`src/rtl/bht_pkg.sv`:
```
package bht_pkg;

  typedef enum logic [1:0] {
    CTR_STRONG_NT = 2'b00,
    CTR_WEAK_NT   = 2'b01,
    CTR_WEAK_T    = 2'b10,
    CTR_STRONG_T  = 2'b11
  } ctr_t;

  localparam ctr_t CTR_RESET = CTR_WEAK_NT;

  // One step toward the resolved outcome, held at both ends.
  function automatic ctr_t ctr_step(input ctr_t cur, input logic taken);
    ctr_t nxt;
    nxt = cur;
    if (taken && cur != CTR_STRONG_T)
      nxt = ctr_t'(cur + 2'b01);
    else if (!taken && cur != CTR_STRONG_NT)
      nxt = ctr_t'(cur - 2'b01);
    return nxt;
  endfunction

  function automatic logic ctr_guess(input ctr_t cur);
    return cur[1];
  endfunction

endpackage

```
`src/rtl/bht_index.sv`:
```
module bht_index #(
  parameter int ADDR_W    = 32,
  parameter int IDX_W     = 6,
  parameter int ALIGN_LSB = 2
) (
  input  logic [ADDR_W-1:0] addr,
  output logic [IDX_W-1:0]  idx
);
  always_comb idx = IDX_W'(addr >> ALIGN_LSB);
endmodule

```
`src/rtl/bht_store.sv`:
```
module bht_store
  import bht_pkg::*;
#(
  parameter int IDX_W = 6,
  localparam int ENTRIES = 1 << IDX_W
) (
  input  logic                   clk,
  input  logic                   rst_n,
  input  logic                   wr_en,
  input  logic [IDX_W-1:0]       wr_idx,
  input  ctr_t                   wr_state,
  input  logic [IDX_W-1:0]       rd_a_idx,
  output ctr_t                   rd_a_state,
  input  logic [IDX_W-1:0]       rd_b_idx,
  output ctr_t                   rd_b_state,
  output logic [2*ENTRIES-1:0]   state_flat
);
  ctr_t ent_q [ENTRIES];

  for (genvar e = 0; e < ENTRIES; e++) begin : g_ent
    always_ff @(posedge clk) begin
      if (!rst_n)
        ent_q[e] <= CTR_RESET;
      else if (wr_en && wr_idx == IDX_W'(e))
        ent_q[e] <= wr_state;
    end
    assign state_flat[2*e +: 2] = ent_q[e];
  end

  always_comb rd_a_state = ent_q[rd_a_idx];
  always_comb rd_b_state = ent_q[rd_b_idx];
endmodule

```
`src/rtl/branch_hist_table.sv`:
```
module branch_hist_table
  import bht_pkg::*;
#(
  parameter int ADDR_W    = 32,
  parameter int IDX_W     = 6,
  parameter int ALIGN_LSB = 2,
  localparam int ENTRIES  = 1 << IDX_W
) (
  input  logic              clk,
  input  logic              rst_n,
  input  logic [ADDR_W-1:0] lk_addr,
  output logic              lk_taken,
  input  logic              upd_valid,
  input  logic [ADDR_W-1:0] upd_addr,
  input  logic              upd_taken
);
  logic [IDX_W-1:0]     lk_idx;
  logic [IDX_W-1:0]     upd_idx;
  ctr_t                 lk_state;
  ctr_t                 upd_old_state;
  ctr_t                 upd_new_state;
  logic [2*ENTRIES-1:0] state_flat;

  bht_index #(.ADDR_W(ADDR_W), .IDX_W(IDX_W), .ALIGN_LSB(ALIGN_LSB)) u_lk_index (
    .addr (lk_addr),
    .idx  (lk_idx)
  );

  bht_index #(.ADDR_W(ADDR_W), .IDX_W(IDX_W), .ALIGN_LSB(ALIGN_LSB)) u_upd_index (
    .addr (upd_addr),
    .idx  (upd_idx)
  );

  bht_store #(.IDX_W(IDX_W)) u_store (
    .clk        (clk),
    .rst_n      (rst_n),
    .wr_en      (upd_valid),
    .wr_idx     (upd_idx),
    .wr_state   (upd_new_state),
    .rd_a_idx   (lk_idx),
    .rd_a_state (lk_state),
    .rd_b_idx   (upd_idx),
    .rd_b_state (upd_old_state),
    .state_flat (state_flat)
  );

  always_comb upd_new_state = ctr_step(upd_old_state, upd_taken);
  always_comb lk_taken      = ctr_guess(lk_state);
endmodule

```
`config.mk`:
```
export PLATFORM = sky130hd
export DESIGN_NAME = branch_hist_table
export DESIGN_NICKNAME = d
export VERILOG_FILES = /design/src/rtl/bht_pkg.sv /design/src/rtl/bht_index.sv /design/src/rtl/bht_store.sv /design/src/rtl/branch_hist_table.sv
export SDC_FILE = /design/constraint.sdc
export NUM_CORES = 1
export LEC_CHECK = 0
export BUFFER_PORTS_ARGS = -buffer_cell sky130_fd_sc_hd__buf_2
export CAP_MARGIN = 25
export CORE_MARGIN = 5
export CORE_UTILIZATION = 54
export CTS_BUF_LIST = sky130_fd_sc_hd__clkbuf_16
export CTS_CLUSTER_SIZE = 12
export DETAILED_ROUTE_END_ITERATION = 6
export GPL_TIMING_DRIVEN = 0
export PLACE_DENSITY_LB_ADDON = 0.08
export SLEW_MARGIN = 20
export SYNTH_ARGS = -nofsm -noshare
export SYNTH_HDL_FRONTEND = slang
export SYNTH_HIERARCHICAL = 1
export SYNTH_SLANG_ARGS = --single-unit
```
`constraint.sdc`:
```
create_clock -name clk -period 3.7 [get_ports clk]
set_input_delay 0.74 -clock clk [delete_from_list [all_inputs] [get_ports clk]]
set_output_delay 0.74 -clock clk [all_outputs]
set_load 0.005 [all_outputs]
```
==> results.toml <==
[power]
vdd_drop_max_uv = 347.8
p_leak_nw = 2.475
power_density_mw_per_mm2 = 445.2

[critical_path]
endpoint_kind = "register"
crit_fanout = 10
path_depth = 13
cp_top_family = "buffers and inverters"
critPathMaxStageDelay_ns = 0.54
crit_buf_inv = 5
r2r_slack_ns = 0.46
worst_r2r_path_depth = 11
crit_slowest_cell = "mux4_2"
crit_chain = "buf_4, buf_8, buf_6, mux4_2, a22oi_1, a21oi_1, a211o_1, inv_1, ha_1, a21o_2, nand3_1, clkbuf_4, nor2_1"
critPathArrivalTime_ns = 3.80
startpoint_type = "primary input"
critPathKind = "in2reg"
required_ns = 3.86

[logic_synthesis]
syn-cell-area_sq_mm = 0.006935
synthCells = 569
synth_nets = 639
avgSynthCellArea_sq_um = 12.19
yosys_warnings = 6

[drt]
drtPass1Iterations = 6
ant_nets = 0
drc = 0
wl_per_cell_um = 27.28
vias = 5148
avgViaCountPerCell = 6.608
wirelength_um = 21250
drt_iter0_markers = 924

[layout]
drive_gt1_frac = 0.1862
top_regs = "u_store/ent_q (128)"
syn_to_final_growth_pct = 12.95
diodes = 0
design_area_sq_mm = 0.007834
final_core_util = 0.6208
final_nets = 665
regMostFlops = "u_store/ent_q"
largest_reg_flops = 128
finalNonFillerCells = 779

[sta]
clock-skew-final_ns = 0.006088
setup_viol = 0
hold_viol = 0
finalCritPeriodShare = 0.9833
grt_setup_unrepaired = "true"
tightest_slew_ns = 1.063
min_period_ns = 3.638
max_freq_mhz = 274.8
setup_ws_ns = 0.06164
relSlewSlack = 0.2846
slew_viol_final = 0

[min_path]
holdPathStages = 4
min_path_type = "in2reg"

[cts]
clk_latency_ns = 0.42
cts_tree = "yes"
cts_buffers = 17
cts.sinks = 128
hold_buffers = 0
cts-root-buf = "clkbuf_16"
cts.clk_slew.worst_paths_ns = 0.05
htreeDepth = 4
clockBufferDepth = 2

[outcome]
outcome = "finished clean"

[global_route]
track_usage = 0.3002
grt_pass1_wl_um = 31560
grt_overflow = 0
grt_pass1_vias = 5069
grt_antenna_before_repair = 0
grt_max_degree = 17

[die]
dieWidth_um = 123.3
ios = 69
rows = 41
die-area_sq_mm = 0.01521
die_y_um = 123.3
initial_utilization = 0.5496
fp.coreArea_sq_mm = 0.01262

[place]
place_inst = 745
dp_slack_ns = -1.113
gp_congestion = 0.9903
place_hpwl_um = 15050
placed_area_sq_mm = 0.007174
port_buffers = 4

[flow_run]
cap_violations = 0
-- metal layers --
layer | GRT usage | wire (um) | up-vias
li1 | - | - | 2180
met1 | 0.4068 | 8006 | 2524
met2 | 0.4502 | 9797 | 388
met3 | 0.09058 | 2673 | 56
met4 | 0.1343 | 775 | 0
met5 | 0 | 0 | -
-- worst paths after layout --
kind / end / from
hold / removal: u_store/ent_q[26][0] / upd_addr[5]
hold reg to reg: u_store/ent_q[49][1] / u_store/ent_q[28][1]
setup / recovery: u_store/ent_q[7][1] / upd_addr[2]
setup reg to reg: u_store/ent_q[7][1] / u_store/ent_q[34][1]
-- report_power, final --
group          switching (W)  internal (W)
Sequential         0.0000178       0.00163
Clock               0.000572      0.000890
Combinational       0.000234      0.000142
Total               0.000824       0.00266
-- stage by stage --
| stage | hold slack, ns | TNS, ns | power, W |
|---|---|---|---|
| after floorplan | 1.105 | 0 | 0.001910 |
| after global placement | 1.331 | -92.97 | 0.002014 |
| after detailed placement | 1.330 | -100.18 | 0.002023 |
| after CTS | 0.8973 | 0 | 0.003486 |
| after global routing | 0.9496 | -0.3149 | 0.003590 |
| final | 0.9356 | 0 | 0.003488 |
-- cells in the final DEF (no fill, tap or decap), types with 9 or more instances in the layout --
master and count:
nor2_1 82, mux4_1 12, clkbuf_1 20, edfxtp_1 128, o21ai_0 67, buf_2 9, mux4_2 33, clkbuf_16 17
nand3_1 12, buf_4 20, nand2_1 84, a22oi_1 10, inv_1 12
-- worst min-delay path, stage by stage --
cell and delay (ns):
buf_4 0.16, nand2b_1 0.14, nor2_1 0.13, nand2_1 0.07
-- area by class of cell --
type / instances / area, sq um
fill: 1009 / 4786
buffer: 57 / 412.9
clock buffer: 17 / 425.4
multi-input combinational: 376 / 2773
sequential: 128 / 3844
inverter: 7 / 26.28
timing repair buffer: 8 / 50.05
tap: 172 / 215.2
clock inverter: 14 / 87.58
-- what timing repair did --
action                     in CTS  in global routing
buffers inserted                3                  1
setup endpoints to repair     104                101
gates resized for setup        29                  8
pin swaps                       4                  2
Note: power is estimated with default switching activity, not from simulation.
